### src/rtl/pwl_eval_pkg.sv
package pwl_eval_pkg;

    // Segment class chosen by the comparator bank.
    typedef enum logic {
        SEG_FLAT = 1'b0,
        SEG_RAMP = 1'b1
    } seg_kind_e;

    // Fixed-point product with floor rounding (arithmetic shift).
    function automatic longint fx_mul(longint a, longint b, int frac);
        longint p;
        p = a * b;
        return p >>> frac;
    endfunction

    // Fixed-point quotient, used only on elaboration constants.
    function automatic longint fx_div(longint num, longint den, int frac);
        return (num <<< frac) / den;
    endfunction

    // Midpoint of two fixed-point values.
    function automatic longint half_sum(longint a, longint b);
        return (a + b) >>> 1;
    endfunction

endpackage

### src/rtl/pwl_coef_table.sv
module pwl_coef_table
    import pwl_eval_pkg::*;
#(
    parameter int NSCROLL = 3,
    parameter int W       = 22,
    parameter int FRAC_W  = 14,
    parameter int BRK_RAW [2*(NSCROLL-1)] = '{-32768, -16384, 16384, 32768},
    parameter int LVL_RAW [NSCROLL]       = '{-32768, 0, 16384},
    parameter int D1_RAW  = 12288
) (
    output logic signed [W-1:0] flat_tab  [NSCROLL],
    output logic signed [W-1:0] mid_tab   [NSCROLL-1],
    output logic signed [W-1:0] slope_tab [NSCROLL-1],
    output logic signed [W-1:0] mean_tab  [NSCROLL-1]
);
    localparam int NRAMP = NSCROLL - 1;

    // Plateaus: d1 folded into each saturation level.
    for (genvar p = 0; p < NSCROLL; p++) begin : g_flat
        localparam longint LVL = longint'(LVL_RAW[p]);
        assign flat_tab[p] = W'(fx_mul(LVL, longint'(D1_RAW), FRAC_W));
    end

    // Ramps: slope, centre and mean level precomputed, d1 folded in.
    for (genvar r = 0; r < NRAMP; r++) begin : g_ramp
        localparam longint B_LO  = longint'(BRK_RAW[2*r]);
        localparam longint B_HI  = longint'(BRK_RAW[2*r+1]);
        localparam longint K_LO  = longint'(LVL_RAW[r]);
        localparam longint K_HI  = longint'(LVL_RAW[r+1]);
        localparam longint SLOPE = fx_div(K_HI - K_LO, B_HI - B_LO, FRAC_W);
        localparam longint MEAN  = half_sum(K_LO, K_HI);

        assign mid_tab[r]   = W'(half_sum(B_LO, B_HI));
        assign slope_tab[r] = W'(fx_mul(SLOPE, longint'(D1_RAW), FRAC_W));
        assign mean_tab[r]  = W'(fx_mul(MEAN, longint'(D1_RAW), FRAC_W));
    end

endmodule

### src/rtl/pwl_seg_select.sv
module pwl_seg_select
    import pwl_eval_pkg::*;
#(
    parameter int NSCROLL = 3,
    parameter int W       = 22,
    parameter int BRK_RAW [2*(NSCROLL-1)] = '{-32768, -16384, 16384, 32768},
    localparam int NRAMP = NSCROLL - 1,
    localparam int FIW   = (NSCROLL > 2) ? $clog2(NSCROLL) : 1,
    localparam int RIW   = (NRAMP > 2) ? $clog2(NRAMP) : 1
) (
    input  logic signed [W-1:0] x,
    output logic [NSCROLL-1:0]  hit_flat,
    output logic [NRAMP-1:0]    hit_ramp,
    output seg_kind_e           kind,
    output logic [FIW-1:0]      flat_idx,
    output logic [RIW-1:0]      ramp_idx
);
    localparam int NBP = 2 * NRAMP;

    logic signed [W-1:0] bp [NBP];

    for (genvar i = 0; i < NBP; i++) begin : g_bp
        assign bp[i] = W'(BRK_RAW[i]);
    end

    // Plateaus: outer ones clamp, inner ones lie strictly between ramps.
    for (genvar p = 0; p < NSCROLL; p++) begin : g_flat_hit
        if (p == 0) begin : g_low
            assign hit_flat[p] = (x < bp[0]);
        end else if (p == NSCROLL - 1) begin : g_high
            assign hit_flat[p] = (x > bp[NBP-1]);
        end else begin : g_mid
            assign hit_flat[p] = (x > bp[2*p-1]) && (x < bp[2*p]);
        end
    end

    // Ramps: both break points inclusive.
    for (genvar r = 0; r < NRAMP; r++) begin : g_ramp_hit
        assign hit_ramp[r] = (x >= bp[2*r]) && (x <= bp[2*r+1]);
    end

    always_comb begin
        flat_idx = '0;
        for (int p = 0; p < NSCROLL; p++) begin
            if (hit_flat[p]) flat_idx = FIW'(p);
        end
    end

    always_comb begin
        ramp_idx = '0;
        for (int r = 0; r < NRAMP; r++) begin
            if (hit_ramp[r]) ramp_idx = RIW'(r);
        end
    end

    assign kind = (|hit_ramp) ? SEG_RAMP : SEG_FLAT;

endmodule

### src/rtl/pwl_mac_stage.sv
module pwl_mac_stage
    import pwl_eval_pkg::*;
#(
    parameter int W      = 22,
    parameter int FRAC_W = 14,
    parameter int NRAMP  = 2,
    localparam int RIW   = (NRAMP > 2) ? $clog2(NRAMP) : 1
) (
    input  logic                clk,
    input  logic                rst,
    input  logic                in_valid,
    input  seg_kind_e           kind,
    input  logic [RIW-1:0]      ramp_idx,
    input  logic signed [W:0]   diff,
    input  logic signed [W-1:0] flat_val,
    input  logic signed [W-1:0] slope_tab [NRAMP],
    input  logic signed [W-1:0] mean_tab  [NRAMP],
    output logic                out_valid,
    output logic signed [W-1:0] result
);
    localparam int PW = 2 * W + 1;

    logic signed [W-1:0] slope_sel;
    logic signed [W-1:0] mean_sel;
    logic signed [PW-1:0] prod;
    logic [W-1:0]         ramp_val;
    logic                 unused_prod_bits;

    assign slope_sel = slope_tab[ramp_idx];
    assign mean_sel  = mean_tab[ramp_idx];

    // Double-width product; dropping low FRAC_W bits is a floor shift.
    assign prod     = diff * slope_sel;
    assign ramp_val = prod[FRAC_W +: W] + mean_sel;
    assign unused_prod_bits = ^{prod[FRAC_W-1:0], prod[PW-1:FRAC_W+W]};

    always_ff @(posedge clk) begin
        if (rst) begin
            out_valid <= 1'b0;
            result    <= '0;
        end else begin
            out_valid <= in_valid;
            if (in_valid) begin
                result <= (kind == SEG_RAMP) ? $signed(ramp_val) : flat_val;
            end
        end
    end

endmodule

### src/rtl/sat_pwl_eval.sv
module sat_pwl_eval
    import pwl_eval_pkg::*;
#(
    parameter int NSCROLL = 3,
    parameter int INT_W   = 8,
    parameter int FRAC_W  = 14,
    parameter int BRK_RAW [2*(NSCROLL-1)] = '{-32768, -16384, 16384, 32768},
    parameter int LVL_RAW [NSCROLL]       = '{-32768, 0, 16384},
    parameter int D1_RAW  = 12288
) (
    input  logic                            clk,
    input  logic                            rst,
    input  logic                            start,
    input  logic signed [INT_W+FRAC_W-1:0]  x_in,
    output logic                            out_valid,
    output logic signed [INT_W+FRAC_W-1:0]  result
);
    localparam int W     = INT_W + FRAC_W;
    localparam int NRAMP = NSCROLL - 1;
    localparam int NBP   = 2 * NRAMP;
    localparam int FIW   = (NSCROLL > 2) ? $clog2(NSCROLL) : 1;
    localparam int RIW   = (NRAMP > 2) ? $clog2(NRAMP) : 1;
    localparam logic signed [W-1:0] BP_LO = W'(BRK_RAW[0]);
    localparam logic signed [W-1:0] BP_HI = W'(BRK_RAW[NBP-1]);

    typedef struct packed {
        seg_kind_e           kind;
        logic [RIW-1:0]      ramp_idx;
        logic signed [W:0]   diff;
        logic signed [W-1:0] flat_val;
    } stage1_t;

    logic signed [W-1:0] flat_tab  [NSCROLL];
    logic signed [W-1:0] mid_tab   [NRAMP];
    logic signed [W-1:0] slope_tab [NRAMP];
    logic signed [W-1:0] mean_tab  [NRAMP];

    logic [NSCROLL-1:0]  hit_flat;
    logic [NRAMP-1:0]    hit_ramp;
    seg_kind_e           sel_kind;
    logic [FIW-1:0]      sel_flat_idx;
    logic [RIW-1:0]      sel_ramp_idx;
    logic signed [W-1:0] mid_sel;

    stage1_t s1_d, s1_q;
    logic    s1_valid;

    pwl_coef_table #(
        .NSCROLL (NSCROLL),
        .W       (W),
        .FRAC_W  (FRAC_W),
        .BRK_RAW (BRK_RAW),
        .LVL_RAW (LVL_RAW),
        .D1_RAW  (D1_RAW)
    ) u_coef (
        .flat_tab  (flat_tab),
        .mid_tab   (mid_tab),
        .slope_tab (slope_tab),
        .mean_tab  (mean_tab)
    );

    pwl_seg_select #(
        .NSCROLL (NSCROLL),
        .W       (W),
        .BRK_RAW (BRK_RAW)
    ) u_sel (
        .x        (x_in),
        .hit_flat (hit_flat),
        .hit_ramp (hit_ramp),
        .kind     (sel_kind),
        .flat_idx (sel_flat_idx),
        .ramp_idx (sel_ramp_idx)
    );

    // Stage 1: segment decision and centred difference.
    assign mid_sel = mid_tab[sel_ramp_idx];

    always_comb begin
        s1_d.kind     = sel_kind;
        s1_d.ramp_idx = sel_ramp_idx;
        s1_d.diff     = {x_in[W-1], x_in} - {mid_sel[W-1], mid_sel};
        s1_d.flat_val = flat_tab[sel_flat_idx];
    end

    always_ff @(posedge clk) begin
        if (rst) begin
            s1_valid <= 1'b0;
            s1_q     <= '0;
        end else begin
            s1_valid <= start;
            if (start) s1_q <= s1_d;
        end
    end

    // Stage 2: single multiply-add or plateau pass-through.
    pwl_mac_stage #(
        .W      (W),
        .FRAC_W (FRAC_W),
        .NRAMP  (NRAMP)
    ) u_mac (
        .clk       (clk),
        .rst       (rst),
        .in_valid  (s1_valid),
        .kind      (s1_q.kind),
        .ramp_idx  (s1_q.ramp_idx),
        .diff      (s1_q.diff),
        .flat_val  (s1_q.flat_val),
        .slope_tab (slope_tab),
        .mean_tab  (mean_tab),
        .out_valid (out_valid),
        .result    (result)
    );

    // the comparator bank names exactly one segment.
    a_r9_one_segment: assert property (@(posedge clk) disable iff (rst)
        start |-> ($countones({hit_flat, hit_ramp}) == 1));

    // low-side clamp registers the most negative scaled level.
    a_r3_clamp_low: assert property (@(posedge clk) disable iff (rst)
        (start && (x_in < BP_LO)) |=>
            (s1_q.kind == SEG_FLAT && s1_q.flat_val == flat_tab[0]));

    // high-side clamp registers the most positive scaled level.
    a_r3_clamp_high: assert property (@(posedge clk) disable iff (rst)
        (start && (x_in > BP_HI)) |=>
            (s1_q.kind == SEG_FLAT && s1_q.flat_val == flat_tab[NSCROLL-1]));

    // a request yields a strobe two edges later.
    a_r6_valid_after_start: assert property (@(posedge clk) disable iff (rst)
        start |-> ##2 out_valid);

    // no request, no strobe.
    a_r6_no_spurious_valid: assert property (@(posedge clk) disable iff (rst)
        !start |-> ##2 !out_valid);

    // the output holds when no request completes.
    a_r8_hold_result: assert property (@(posedge clk) disable iff (rst)
        !start |=> ##1 $stable(result));

endmodule

### config.mk
export PLATFORM = sky130hd
export DESIGN_NAME = sat_pwl_eval
export DESIGN_NICKNAME = d
export VERILOG_FILES = /design/src/rtl/pwl_eval_pkg.sv /design/src/rtl/pwl_coef_table.sv /design/src/rtl/pwl_seg_select.sv /design/src/rtl/pwl_mac_stage.sv /design/src/rtl/sat_pwl_eval.sv
export SDC_FILE = /design/constraint.sdc
export NUM_CORES = 1
export LEC_CHECK = 0
export BUFFER_PORTS_ARGS = -buffer_cell sky130_fd_sc_hd__buf_2
export CAP_MARGIN = 20
export CORE_MARGIN = 4
export CORE_UTILIZATION = 61
export DETAILED_ROUTE_END_ITERATION = 10
export GPL_TIMING_DRIVEN = 0
export PLACE_DENSITY_LB_ADDON = 0.1
export SETUP_SLACK_MARGIN = 0.05
export SLEW_MARGIN = 5
export SYNTH_ARGS = -nofsm -noshare
export SYNTH_HDL_FRONTEND = slang
export SYNTH_HIERARCHICAL = 1
export SYNTH_SLANG_ARGS = --single-unit
### constraint.sdc
create_clock -name clk -period 7.28 [get_ports clk]
set_input_delay 1.092 -clock clk [delete_from_list [all_inputs] [get_ports clk]]
set_output_delay 1.092 -clock clk [all_outputs]
set_load 0.01 [all_outputs]
# Word level (Yosys, flattened, before mapping)
# Cells that the tools add are included.
[op_classes] add_sub_neg=2 bitwise=3 reduce_logical=4 magnitude_cmp=10 mul=1 n_mux=17
[op_table] op="$mux W22" count=11
[op_table] op="$bmux W22 S2" count=1
[op_table] op="$ge A22 B16 Y1 const B" count=2
[op_table] op="$mul A23 B22 Y36" count=1
[op_table] op="$sub A22 B22 Y23" count=1
[op_table] op="$add A22 B22 Y22" count=1
[op_table] op="$gt A22 B15 Y1 const B" count=1
[op_table] op="$gt A22 B17 Y1 const B" count=1
[op_table] op="$le A22 B15 Y1 const B" count=1
[op_table] op="$le A22 B17 Y1 const B" count=1
[op_table] op="$lt A22 B16 Y1 const B" count=1
[op_table] op="$mux W15" count=1
[op_table] op="$ge A2 B2 Y1 const B" count=2
[op_table] op="$not A1 Y2" count=2
[op_table] op="$ge A3 B3 Y1 const B" count=1
[op_table] op="$logic_and A1 B1 Y1" count=3
[op_table] op="$mux W1" count=3
[op_table] op="$not A2 Y3" count=1
[op_table] op="$mux W2" count=1
[op_table] op="$reduce_or A2 Y1" count=1
[totals] ff_bits=71 word_cells=44 out_inout_bits=23

# Depth between registers and ports, before layout
# Gate-level depths: netlist of the first run.
[logic_depth] ltp_word=8 mapped_depth=39 depth_no_buf=35

# Hierarchy
# The synthesis of the first run kept the hierarchy.
[modules_own_cells] module="pwl_mac_stage" seq_area_each_um2=460.4 n_inst=1 area_each_um2=17765.8 cells_each=1973
[modules_own_cells] module="sat_pwl_eval" seq_area_each_um2=960.9 n_inst=1 area_each_um2=3662.3 cells_each=444
[modules_own_cells] module="pwl_coef_table" seq_area_each_um2=0.0 n_inst=1 area_each_um2=1493.9 cells_each=200
[modules_own_cells] module="pwl_seg_select" seq_area_each_um2=0.0 n_inst=1 area_each_um2=166.4 cells_each=29

# Least setup slack after synthesis of the first run
# OpenSTA, ideal clock, no wires.
[synth_timing] kind="flip-flop to flip-flop" start="reg s1_q[45] in the netlist's numbering" end="reg u_mac.result[19]" setup_slack_ns=-0.726 arrival_ns=7.920 path_stages_with_launch=38 n_path_buf=4 cell_sequence="dfxtp_1 > buf_6 > buf_8 > mux2_2 > clkbuf_1 > nand2_1 > fa_1 > inv_1 > fa_1 > inv_1 > fa_1 > inv_1 > fa_1 > fa_1 > fa_1 > inv_1 > fa_1 > inv_1 > (+2 left out) > a21o_1 > a21o_1 > a21oi_1 > o21ai_0 > o21a_1 > nor2_1 > nor2b_1 > nor2_1 > xnor2_1 > ha_1 > a21o_1 > a21o_1 > a221oi_1 > o21ai_1 > a211oi_1 > xnor2_1 > mux2i_1 > a211oi_1"
[synth_via] elab_chain_cells=7 elab_cells_between_ends=10 classes_between="1 x add/sub; 1 x mul; 7 x mux; 1 x bitwise"
[synth_rtl] item="start: declaration" line="sat_pwl_eval.sv:45" rtl="stage1_t s1_d, s1_q;"
[synth_rtl] item="start signal: assignment" line="sat_pwl_eval.sv:88" rtl="s1_q <= '0;"
[synth_rtl] item="start signal: assignment" line="sat_pwl_eval.sv:91" rtl="if (start) s1_q <= s1_d;"
[synth_rtl] item="$not A1 Y2 (implied by the code) *" line="pwl_mac_stage.sv:29, pwl_mac_stage.sv:30"
[synth_rtl] item="$mux W15 (implied by the code)" line="pwl_mac_stage.sv:29" rtl="assign slope_sel = slope_tab[ramp_idx];"
[synth_rtl] item="$mux W22 (implied by the code) (2 in a row)" line="pwl_mac_stage.sv:29"
[synth_rtl] item="$mul A23 B22 Y36" line="pwl_mac_stage.sv:33" rtl="assign prod = diff * slope_sel;"
[synth_rtl] item="$add A22 B22 Y22 *" line="pwl_mac_stage.sv:34" rtl="assign ramp_val = prod[FRAC_W +: W] + mean_sel;"
[synth_rtl] item="$mux W22 *" line="pwl_mac_stage.sv:44" rtl="result <= (kind == SEG_RAMP) ? $signed(ramp_val) : flat_val;"
[synth_rtl] item="end signal: assignment" line="pwl_mac_stage.sv:44"
[synth_rtl] item="end: declaration" line="pwl_mac_stage.sv:19" rtl="output logic signed [W-1:0] result"
# Mark *: on every way between the ends. The rest lies on a longest branch, timed or not. The select of a mux whose other input is x is not followed.
# A chain may end at the register's enable or synchronous reset.

# Worst setup path after layout of the first run
[layout_timing] start="reg s1_q[45] in the netlist's numbering" end="reg u_mac.result[18]"
# Same word-level chain as after synthesis.

==> results of run 1 <==
-- final timing paths --
| path | start | endpoint | slack (ns) | depth (start not counted) |
|---|---|---|---|---|
| max reg2reg | s1_q[45] | u_mac/result[18] | -0.85 | 31 |
| max | s1_q[45] | u_mac/result[18] | -0.85 | 31 |
| min | s1_q[39] | s1_q[39] | 0.47 | 1 |
| min reg2reg | s1_q[39] | s1_q[39] | 0.47 | 1 |
-- per-stage QoR --
step | instances | hold slack, ns | util, % | TNS (ns)
floorplan | 2837 | 0.4401 | - | -1.906
global placement | 3387 | 0.4555 | 66.91 | -11.11
detailed placement | 3387 | 0.4650 | 66.91 | -12.84
CTS | 3420 | 0.4791 | 68.55 | -5.780
global route | 3426 | 0.5019 | 69.00 | -8.417
finish | 3426 | 0.4748 | 69.00 | -5.713
-- state kept, by name, summed over array words and instances, names as in the netlist --
register and flops:
s1_q 47, u_mac/result 22, s1_valid 1, u_mac/out_valid 1
-- placed cells by master (no fill, tap or decap), drive strengths merged, types with 14 or more instances in the layout --
| cell | count |
|---|---|
| o21ai | 27 |
| a21o | 22 |
| mux2 | 40 |
| nand3 | 20 |
| a211oi | 46 |
| mux2i | 80 |
| clkbuf | 122 |
| xnor2 | 54 |
| nand4 | 14 |
| a21oi | 78 |
| nor2b | 76 |
| inv | 473 |
| fa | 426 |
| xor2 | 16 |
| nand2 | 289 |
| nor2 | 119 |
| ha | 161 |
| buf | 287 |
| conb | 198 |
| and2 | 136 |
| dfxtp | 71 |
-- per-layer routing --
layer / up-vias / wire length, um
met2: 722 / 29980
met4: 0 / 2761
met5: - / 0
met1: 9001 / 23730
li1: 8341 / -
met3: 159 / 5544
-- repair_timing --
item,4_1_cts,5_1_grt
setup endpoints to repair,14,12
buffers inserted,19,7
gates resized for setup,55,50
cloned,0,0
pin swaps,37,41
-- final cells by class --
type                       count  area share (%)
multi-input combinational   1963           73.78
buffer                       328           8.291
inverter                     471           6.932
sequential                    71           5.617
tap                          504           2.473
timing repair buffer          72           1.712
clock buffer                   9          0.8831
clock inverter                 7          0.3042
antenna                        1        0.009812
-- worst max-delay path: cells and delay by family, from the launching register on --
| kind | cells | cell delay (ns) |
|---|---|---|
| adder cells (fa/ha/maj) | 9 | 3.89 |
| AO/OA/AOI/OAI | 11 | 1.95 |
| flip-flops | 1 | 0.44 |
| buffers and inverters | 5 | 0.51 |
| AND/OR/NAND/NOR | 2 | 0.18 |
| multiplexers | 2 | 0.63 |
| XOR/XNOR | 2 | 0.36 |
==> flow_summary.ini, run 1 <==
[timing]
worst_slack_ns = -0.8518
relSlewSlack_pct = 39.90
fin_skew_ns = 0.008904
max_slew.worst_pin.slew_ns = 0.8764
period_share_pct = 111.7
setup_viol = 10
max_clock_freq_mhz = 123.0
period_minus_slack_ns = 8.132
slew_violations = 0
rsz0062_at_grt = yes
hold_viol = 0

[finish]
fillers = 3081
syn_to_final_growth_pct = 10.58
layout-drive-gt1-share_pct = 15.17
multi_input_area_um2 = 18820
seq_area_um2 = 1433
layout.nets = 3528
final_area_um2 = 25500

[worst_setup_path]
end_kind = register
crit_fanout = 10
worstPathRequired_ns = 7.50
critPathArrivalTime_ns = 8.35
critPathMaxStageDelay_ns = 0.59
cpMostUsedCell = fa_1
start_kind = register
crit_type = reg -> reg
critPathSlowestCell = fa_2

[global_route]
grt_use_met2_pct = 52.59
antenna_found_initial = 2
grt_pass1_vias = 19010
grt_util_met1_pct = 39.21
grt_max_degree = 15
gr-usage-met3_pct = 6.514
grt_pass1_wl_um = 100100
grt_usage_pct = 31.04
grt_overflow = 0
grt.busiest_layer = met2

[synthesis]
synth.avg_cell_area_um2 = 8.732
ys_warn_count = 6
syn-instance-count = 2641
synth_area_um2 = 23060

[status]
status = finished with violations
violations = setup timing

[placement]
placed_area_um2 = 24730
gp_congestion = 0.9937
dp_slack_ns = -1.628
port_buffers = 46
dpl.hpwl_um = 52920

[detailed_routing]
drt-pass1-iter-count = 7
ant_nets = 0
viasPerCell = 5.319
routedWlPerCell_um = 18.10
wirelength_um = 62010
drt_iter0_markers = 1240
vias = 18220
drc = 0

[floorplan]
rows = 70
pin_count = 48
dieArea_um2 = 40980
die_w_um = 202.4
initial_utilization_pct = 62.40
die_h_um = 202.4
core_um2 = 36960

[clock_tree]
clkTransAtPathRegs_ns = 0.06
cts_buffers = 9
clock_latency_ns = 0.35
hold_buffers = 0
cts.sinks = 71
htreeDepth = 3
cts-root-buf = clkbuf_16
cts_buffer_depth = 2
cts_tree = built

[job]
drv_cap = 0

[worst_hold_path]
min_path_type = reg -> reg
Power of run 1 is left out: the tool's default activity adds up to more than one toggle a clock period on the data nets, which glitch-free logic cannot reach.
==> inputs of run 2 (changes only) <==
--- a/config.mk
+++ b/config.mk
@@ -5,14 +5,15 @@
 export SDC_FILE = /design/constraint.sdc
 export NUM_CORES = 1
 export LEC_CHECK = 0
-export BUFFER_PORTS_ARGS = -buffer_cell sky130_fd_sc_hd__buf_2
 export CAP_MARGIN = 20
 export CORE_MARGIN = 4
-export CORE_UTILIZATION = 61
+export CORE_UTILIZATION = 62
 export DETAILED_ROUTE_END_ITERATION = 10
+export DONT_BUFFER_PORTS = 1
 export GPL_TIMING_DRIVEN = 0
-export PLACE_DENSITY_LB_ADDON = 0.1
+export PLACE_DENSITY = 0.89
 export SETUP_SLACK_MARGIN = 0.05
+export SKIP_CTS_REPAIR_TIMING = 1
 export SLEW_MARGIN = 5
 export SYNTH_ARGS = -nofsm -noshare
 export SYNTH_HDL_FRONTEND = slang
==> flow_summary.ini, run 2 (synthesis gave the netlist of run 1 again) <==
[worst_hold_path]
min_path_type = reg -> reg

[clock_tree]
cts_buffers = 9
clkTransAtPathRegs_ns = 0.07
cts.sinks = 71
cts-root-buf = clkbuf_16
clock_latency_ns = 0.34
htreeDepth = 3
cts_tree = built
cts_buffer_depth = 2

[global_route]
grt_pass1_wl_um = 101700
grt_max_degree = 16
grt_overflow = 0
grt_usage_pct = 31.56
grt_pass1_vias = 19510
antenna_found_initial = 1

[placement]
gp_congestion = 1.023
port_buffers = 0
dpl.hpwl_um = 54100

[timing]
worst_slack_ns = -1.007
max_slew.worst_pin.slew_ns = 1.101
rsz0062_at_grt = yes
max_clock_freq_mhz = 120.7
setup_viol = 11
period_share_pct = 113.8
relSlewSlack_pct = 26.62
slew_violations = 0
fin_skew_ns = 0.008247
period_minus_slack_ns = 8.287
hold_viol = 0

[detailed_routing]
drc = 0
ant_nets = 0
routedWlPerCell_um = 19.71
wirelength_um = 66000
vias = 18810
drt-pass1-iter-count = 6
viasPerCell = 5.617
drt_iter0_markers = 1652

[floorplan]
rows = 70
pin_count = 48
dieArea_um2 = 40350
die_w_um = 200.9
core_um2 = 36610
die_h_um = 200.9
initial_utilization_pct = 62.99

[finish]
final_core_util_pct = 69.41
max_flop_register = s1_q
reg_top3 = s1_q (47), u_mac/result (22)
layout_commonest_cell = inv_1
num_antenna_cells = 0
layout.nets = 3487
largest_reg_flops = 47
layout_common_cells = inv_1 (466), fa_1 (420), nand2_1 (286), buf_4 (228), conb_1 (198)
layout-drive-gt1-share_pct = 14.37
syn_to_final_growth_pct = 10.18
fillers = 2705

[status]
violations = setup timing
status = finished with violations

[worst_setup_path]
worstPathRequired_ns = 7.52
cpMostUsedCell = fa_1
critPathSlowestCell = fa_1
end_kind = register
critPathArrivalTime_ns = 8.53
crit_type = reg -> reg
start_kind = register
critPathMaxStageDelay_ns = 0.53
crit_fanout = 7

[job]
drv_cap = 0
==> run 2: critical path, delay by kind of cell, from the launching register on <==
family,cells,cell delay (ns)
adders and majority gates,9,3.77
AOI/OAI and AO/OA,13,2.69
buffers and inverters,8,0.68
DFF,1,0.37
muxes,1,0.25
xor gates and xnor gates,1,0.25
and+or+nand+nor,2,0.14
==> run 2: through the flow <==
stage / TNS, ns / worst slack [ns] / hold WS, ns / area (um2) / std cells
2_1_floorplan: -1.906 / -0.4084 / 0.4401 / 23870 / 2837
3_3_place_gp: -9.704 / -1.319 / 0.4837 / 24450 / 3305
3_5_place_dp: -11.47 / -1.465 / 0.4904 / 24450 / 3305
4_1_cts: -12.09 / -1.630 / 0.5076 / 24760 / 3321
5_1_grt: -9.049 / -1.248 / 0.5252 / 25410 / 3348
6_report: -6.805 / -1.007 / 0.5091 / 25410 / 3348
==> run 2: path summary, 6_finish.rpt <==
| check | endpoint | startpoint | slack [ns] | cells after the start |
|---|---|---|---|---|
| worst min register to register | s1_q[7] | s1_q[7] | 0.51 | 2 |
| worst max-delay path | u_mac/result[20] | s1_q[45] | -1.01 | 34 |
| worst max register to register | u_mac/result[20] | s1_q[45] | -1.01 | 34 |
| worst min-delay path | s1_q[7] | s1_q[7] | 0.51 | 2 |
==> run 2: cell type report <==
cell class                      count  area, um2  share of cell area (%)
Tap cell                          468      585.6                   2.305
Inverter                          471       1768                   6.958
Sequential cell                    71       1433                   5.638
Clock inverter                      7      83.83                  0.3299
Buffer                            331       2142                   8.430
Clock buffer                        9      225.2                  0.8863
Timing Repair Buffer               28      227.7                  0.8962
Multi-Input combinational cell   1963      18940                   74.56
==> run 2: routing by layer <==
metal  GRT usage, %  vias up  share of wire [%]
met5          1.786        -               0.16
met3          6.817      302                 10
met1          38.67     9144                 36
met2          53.71     1114                 48
met4          13.99        2                5.7
li1               -     8243                  -
Power of run 2 is left out for the same reason.
